## src/rtl/rx_stats_pkg.sv

```systemverilog
package rx_stats_pkg;

  localparam int NUM_BINS = 6;
  localparam int NUM_CNT  = 11;
  localparam int IDX_OVS  = 0;
  localparam int IDX_BIN  = 1;
  localparam int IDX_TOT  = 7;
  localparam int IDX_GOOD = 8;
  localparam int IDX_BC   = 9;
  localparam int IDX_MC   = 10;
  localparam int SEL_TOT_LO  = 11;
  localparam int SEL_TOT_HI  = 12;
  localparam int SEL_GOOD_LO = 13;
  localparam int SEL_GOOD_HI = 14;
  localparam int FCS_BYTES   = 4;

  typedef enum logic [1:0] {
    KIND_UNI   = 2'b00,
    KIND_MULTI = 2'b01,
    KIND_BCAST = 2'b10
  } pkt_kind_e;

  function automatic int bin_lo(input int k);
    if (k == 0) return 64;
    if (k == 1) return 65;
    return 64 << (k - 1);
  endfunction

  function automatic int bin_hi(input int k);
    if (k == 0) return 64;
    if (k == NUM_BINS - 1) return 32'h7fff_ffff;
    return (128 << (k - 1)) - 1;
  endfunction

endpackage

```

## src/rtl/rx_sat_counter.sv

```systemverilog
module rx_sat_counter #(
  parameter int W  = 32,
  parameter int AW = 1
) (
  input  logic          clk,
  input  logic          rst,
  input  logic          clr,
  input  logic          add_en,
  input  logic [AW-1:0] amt,
  output logic [W-1:0]  q
);

  logic [W-1:0] base;
  logic [W:0]   sum;

  always_comb begin
    base = clr ? '0 : q;
    sum  = {1'b0, base} + (W+1)'(amt);
  end

  always_ff @(posedge clk) begin
    if (rst)
      q <= '0;
    else if (add_en)
      q <= sum[W] ? '1 : sum[W-1:0];
    else
      q <= base;
  end

endmodule

```

## src/rtl/rx_frame_class.sv

```systemverilog
module rx_frame_class
  import rx_stats_pkg::*;
#(
  parameter int LEN_W     = 16,
  parameter int STD_MAX   = 1518,
  parameter int JUMBO_MAX = 16380
) (
  input  logic [LEN_W-1:0]    len,
  input  logic [LEN_W-1:0]    len_fcs,
  input  logic                long_en,
  input  logic                keep_bad,
  output logic                oversize,
  output logic [NUM_BINS-1:0] bin_hit
);

  logic over_jumbo, over_std;

  always_comb begin
    over_jumbo = 32'(len) > JUMBO_MAX;
    over_std   = 32'(len) > STD_MAX;
    oversize   = !keep_bad && (over_jumbo || (over_std && !long_en));
  end

  for (genvar k = 0; k < NUM_BINS; k++) begin : g_bin
    assign bin_hit[k] = (32'(len_fcs) >= bin_lo(k)) && (32'(len_fcs) <= bin_hi(k));
  end

endmodule

```

## src/rtl/rx_size_stats.sv

```systemverilog
module rx_size_stats
  import rx_stats_pkg::*;
#(
  parameter int LEN_W     = 16,
  parameter int CNT_W     = 32,
  parameter int OCT_W     = 64,
  parameter int SEL_W     = 5,
  parameter int STD_MAX   = 1518,
  parameter int JUMBO_MAX = 16380
) (
  input  logic             clk,
  input  logic             rst,
  input  logic             frame_done,
  input  logic [LEN_W-1:0] frame_len,
  input  logic [LEN_W-1:0] frame_len_fcs,
  input  logic [1:0]       pkt_kind,
  input  logic             long_pkt_en,
  input  logic             keep_bad,
  input  logic             rd_en,
  input  logic [SEL_W-1:0] rd_sel,
  output logic [31:0]      rd_data,
  output logic             drop_flag
);

  localparam int AMT_W = LEN_W + 1;

  logic                           oversize;
  logic [NUM_BINS-1:0]            bin_hit;
  logic                           accepted;
  logic [NUM_CNT-1:0]             inc;
  logic [NUM_CNT-1:0]             clr;
  logic [NUM_CNT-1:0][CNT_W-1:0]  cnt_q;
  logic [AMT_W-1:0]               oct_amt;
  logic                           tot_clr, good_clr;
  logic [OCT_W-1:0]               tot_oct, good_oct;
  logic [63:0]                    tot64, good64;
  logic [31:0]                    rd_next;
  logic [CNT_W-1:0]               ovs_cnt;

  rx_frame_class #(
    .LEN_W(LEN_W), .STD_MAX(STD_MAX), .JUMBO_MAX(JUMBO_MAX)
  ) class_i (
    .len(frame_len), .len_fcs(frame_len_fcs), .long_en(long_pkt_en),
    .keep_bad(keep_bad), .oversize(oversize), .bin_hit(bin_hit)
  );

  always_comb begin
    accepted          = frame_done && !oversize;
    inc               = '0;
    inc[IDX_OVS]      = frame_done && oversize;
    inc[IDX_TOT]      = accepted;
    inc[IDX_GOOD]     = accepted;
    inc[IDX_BC]       = accepted && (pkt_kind == KIND_BCAST);
    inc[IDX_MC]       = accepted && (pkt_kind == KIND_MULTI);
    for (int b = 0; b < NUM_BINS; b++)
      inc[IDX_BIN + b] = accepted && bin_hit[b];
    oct_amt  = AMT_W'(frame_len) + AMT_W'(FCS_BYTES);
    tot_clr  = rd_en && (32'(rd_sel) == SEL_TOT_HI);
    good_clr = rd_en && (32'(rd_sel) == SEL_GOOD_HI);
  end

  for (genvar k = 0; k < NUM_CNT; k++) begin : g_cnt
    assign clr[k] = rd_en && (32'(rd_sel) == k);
    rx_sat_counter #(.W(CNT_W), .AW(1)) cnt_i (
      .clk(clk), .rst(rst), .clr(clr[k]), .add_en(inc[k]),
      .amt(1'b1), .q(cnt_q[k])
    );
  end

  rx_sat_counter #(.W(OCT_W), .AW(AMT_W)) tot_oct_i (
    .clk(clk), .rst(rst), .clr(tot_clr), .add_en(accepted),
    .amt(oct_amt), .q(tot_oct)
  );

  rx_sat_counter #(.W(OCT_W), .AW(AMT_W)) good_oct_i (
    .clk(clk), .rst(rst), .clr(good_clr), .add_en(accepted),
    .amt(oct_amt), .q(good_oct)
  );

  always_comb begin
    tot64   = 64'(tot_oct);
    good64  = 64'(good_oct);
    ovs_cnt = cnt_q[IDX_OVS];
    rd_next = '0;
    for (int k = 0; k < NUM_CNT; k++)
      if (32'(rd_sel) == k) rd_next = 32'(cnt_q[k]);
    case (32'(rd_sel))
      SEL_TOT_LO:  rd_next = tot64[31:0];
      SEL_TOT_HI:  rd_next = tot64[63:32];
      SEL_GOOD_LO: rd_next = good64[31:0];
      SEL_GOOD_HI: rd_next = good64[63:32];
      default:     ;
    endcase
  end

  always_ff @(posedge clk) begin
    if (rst) begin
      rd_data   <= '0;
      drop_flag <= 1'b0;
    end else begin
      drop_flag <= frame_done && oversize;
      if (rd_en) rd_data <= rd_next;
    end
  end

endmodule

```

## config.mk

```make
export PLATFORM = sky130hd
export DESIGN_NAME = rx_size_stats
export DESIGN_NICKNAME = d
export VERILOG_FILES = /design/src/rtl/rx_stats_pkg.sv /design/src/rtl/rx_sat_counter.sv /design/src/rtl/rx_frame_class.sv /design/src/rtl/rx_size_stats.sv
export SDC_FILE = /design/constraint.sdc
export NUM_CORES = 2
export LEC_CHECK = 0
export CAP_MARGIN = 10
export CORE_MARGIN = 5
export CORE_UTILIZATION = 50
export DETAILED_ROUTE_END_ITERATION = 8
export PLACE_DENSITY = 0.65
export SYNTH_ARGS = -nofsm -noshare
export SYNTH_HDL_FRONTEND = slang
export SYNTH_SLANG_ARGS = --single-unit
```

## constraint.sdc

```tcl
create_clock -name clk -period 6.16 [get_ports clk]
set_clock_uncertainty 0.05 [all_clocks]
set_input_delay 1.232 -clock clk [delete_from_list [all_inputs] [get_ports clk]]
set_output_delay 1.232 -clock clk [all_outputs]
set_load 0.005 [all_outputs]
```

==> flow_metrics.py <==
metrics = {
    "setup_path": {
        "regToRegSetupSlack_ns": 2.59,
        "crit_end": "good_oct_i.q[19]",
        "reg2reg_depth": 14,
        "crit_chain": "clkdlybuf4s50_1, nor2b_1, nand2_4, and2_1, ha_1, fa_1, a211oi_1, o211ai_1, nand2_1, maj3_1, o31ai_4, a31o_4, a31o_4, nand4_4, or2_1, buf_4, o21ai_0",
        "worst-path-stages": 17,
        "criticalPathCategory": "primary input to register",
        "r2r-start": "good_oct_i.q[0]",
        "cp-start-kind": "primary input",
        "path_buf_inv": 2,
        "crit_path_end_kind": "register",
        "crit_start": "rd_sel[1]",
        "cpLargestDelayFamily": "compound AO/OA/AOI/OAI gates",
        "timing.rr.end": "good_oct_i.q[19]",
        "critical-path-slowest-cell": "clkdlybuf4s50_1",
        "cpMostUsedCell": "a31o_4",
        "cp.required_ns": 6.57,
        "max_stage_delay_ns": 0.64,
        "worst_ep_arrival_time_ns": 5.43,
        "crit_path_max_fanout": 22,
    },
    "global_route": {
        "grt_max_degree": 98,
        "antenna_found_initial": 3,
        "grt_pass1_vias": 25800,
        "busiest_layer": "met2",
        "grtUsageMet3": 0.0660,
        "use_met2": 0.448,
        "gr-total-overflow": 0,
        "grt_use_total": 0.304,
        "grt_pass1_wl_um": 155000,
        "use_met1": 0.447,
    },
    "logic_synthesis": {
        "async_flop_share": 0,
        "synth_nets": 3896,
        "ys_ff_latch": 513,
        "avgSynthCellArea_um2": 7.79,
        "seq_area_frac_synth": 0.346,
        "postSynthCellCount": 3807,
        "synth_edf_count": 0,
        "yosys_most_used_dff": "dfxtp_1",
        "netlist_area_um2": 29700,
        "ys_warn_count": 0,
        "synth.distinct_cells": 99,
    },
    "drt": {
        "routed_via_density": 6.24,
        "wirelength_um": 102000,
        "drcViolationCount": 0,
        "ant_nets": 0,
        "via_count": 28800,
        "drtPass1Iterations": 6,
        "drt_iter0_markers": 3285,
        "routedWlPerCell_um": 22.1,
    },
    "timing": {
        "fmax_ghz": 0.199,
        "period_share": 0.815,
        "period_needed_ns": 5.02,
        "worstMarginPinSlew_ns": 1.12,
        "worst_slack_ns": 1.14,
        "final_hold_viol_count": 0,
        "slew_headroom": 0.253,
        "finalSetupViolCount": 0,
        "holdWs_ns": 0.424,
        "rsz0062_at_grt": "no",
        "slew_violations": 0,
        "final.setup.tns_ns": 0,
    },
    "power": {
        "power_frac_seq": 0.450,
        "comb_power_share": 0.084,
        "swShare": 0.248,
        "p_clk_frac": 0.466,
        "switchingPower_mw": 1.86,
        "p_per_area_nw_per_um2": 228,
        "irDropWorstVdd_v": 0.000252,
        "leakage_nw": 11.0,
        "p_int_mw": 5.65,
    },
    "floorplanning": {
        "die_h_um": 254,
        "die_area_um2": 64300,
        "io_pins": 78,
        "start_util": 0.504,
        "num_rows": 89,
        "core_area_um2": 58900,
        "die_w_um": 254,
    },
    "layout": {
        "syn2layout_area_growth_pct": 11.3,
        "final_nets": 3887,
        "drive_gt1_frac": 0.0646,
        "fin_area_um2": 33000,
    },
    "cts": {
        "cts_buffer_depth": 3,
        "cts-buffers-inserted": 57,
        "cts_sinks": 513,
        "path_clk_slew_ns": 0.06,
        "cts_resized": 0,
        "cts_tree": "built",
        "clk_latency_ns": 0.62,
        "htreeDepth": 2,
        "cts_setup_buffers": 0,
        "holdBufCountCts": 0,
        "cts_root_buffer": "clkbuf_16",
    },
    "hold_path": {
        "holdPathStages": 2,
        "hold_class": "register to register",
    },
    "run": {
        "maxCapViolCount": 0,
    },
    "placed_design": {
        "post-place-ws_ns": 0.537,
        "placed_area_um2": 31100,
        "place.gp.congestion": 0.981,
        "place.detailed.hpwl_um": 76200,
        "io_buffer_count": 77,
    },
    "outcome": {
        "outcome": "complete, no violations",
    },
}
-- per-layer routing --
metal	wire (um)	vias to the layer above
met5	9	-
met1	44600	13600
li1	-	13700
met2	43000	1340
met4	3270	2
met3	11200	194
-- metrics by stage --
stage / util / total power [mW] / cells
floorplan: - / 3.85 / 3807
CTS: 0.560 / 7.54 / 4613
detailed placement: 0.528 / 4.07 / 4512
global route: 0.560 / 7.73 / 4613
finish: 0.560 / 7.52 / 4614
global placement: 0.528 / 4.07 / 4512
-- worst min path at each step --
stage,slack [ns],end,start
2_1_floorplan,0.42,rd_data[0],rd_data[0]
3_3_place_gp,0.41,rd_data[23],rd_data[23]
3_5_place_dp,0.42,rd_data[18],rd_data[18]
4_1_cts,0.43,rd_data[12],rd_data[12]
5_1_grt,0.45,rd_data[9],rd_data[9]
6_report,0.42,rd_data[15],rd_data[15]
-- sequential cells by signal, summed over array words and instances, names as in the netlist --
register       flops
rd_data           32
g_cnt.cnt_i.q    352
tot_oct_i.q       64
good_oct_i.q      64
drop_flag          1
-- tightest hold or removal path, cell delays in order, from the launching register on --
cell     delay, ns
dfxtp_1       0.30
nor2_1        0.08
nor3_1        0.05
-- layout make-up --
cell class / count / area (um^2)
timing repair buffer: 144 / 1290
clock inverter: 13 / 174
fill: 5631 / 25900
antenna: 1 / 2.50
clock buffer: 88 / 1720
sequential: 513 / 10300
tap: 773 / 967
inverter: 50 / 188
multi-input combinational: 3032 / 18400
-- synthesized netlist by cell type, types with 46 or more instances --
cell type	n	area [um^2]
nand2_1	523	1960
dfxtp_1	513	10300
nor2_1	334	1250
xnor2_1	222	1940
a21oi_1	217	1090
nand3_1	199	996
o21ai_0	194	971
xor2_1	187	1640
clkbuf_1	168	631
nand4_1	150	938
a22oi_1	149	1120
nor3_1	140	701
and3_1	103	644
and2_1	72	450
inv_1	50	188
a211oi_1	46	345
-- kinds of logic after synthesis --
group	synth area share
simple gates	0.281
compound gates	0.190
flops	0.346
xor+xnor	0.121
buf+inv	0.0358
fa+ha+maj	0.0201
mux	0.00510
-- power groups by stage --
| stage | clock network [mW] | logic, mW | registers [mW] |
|---|---|---|---|
| after floorplan | 0 | 0.400 | 3.45 |
| after global placement | 0 | 0.617 | 3.46 |
| after detailed placement | 0 | 0.616 | 3.46 |
| after CTS | 3.53 | 0.621 | 3.38 |
| after global routing | 3.67 | 0.681 | 3.39 |
| final | 3.50 | 0.632 | 3.38 |
-- cells in the final DEF (no fill, tap or decap), types with 137 or more instances in the layout --
cell type  netlist  final
xnor2_1        222    222
nand2_1        523    523
nand4_1        150    150
nor2_1         334    323
nand3_1        199    199
o21ai_0        194    194
dfxtp_1        513    513
xor2_1         187    187
nor3_1         140    137
a21oi_1        217    217
a22oi_1        149    149
No activity file was read; power rests on OpenSTA's default activity.
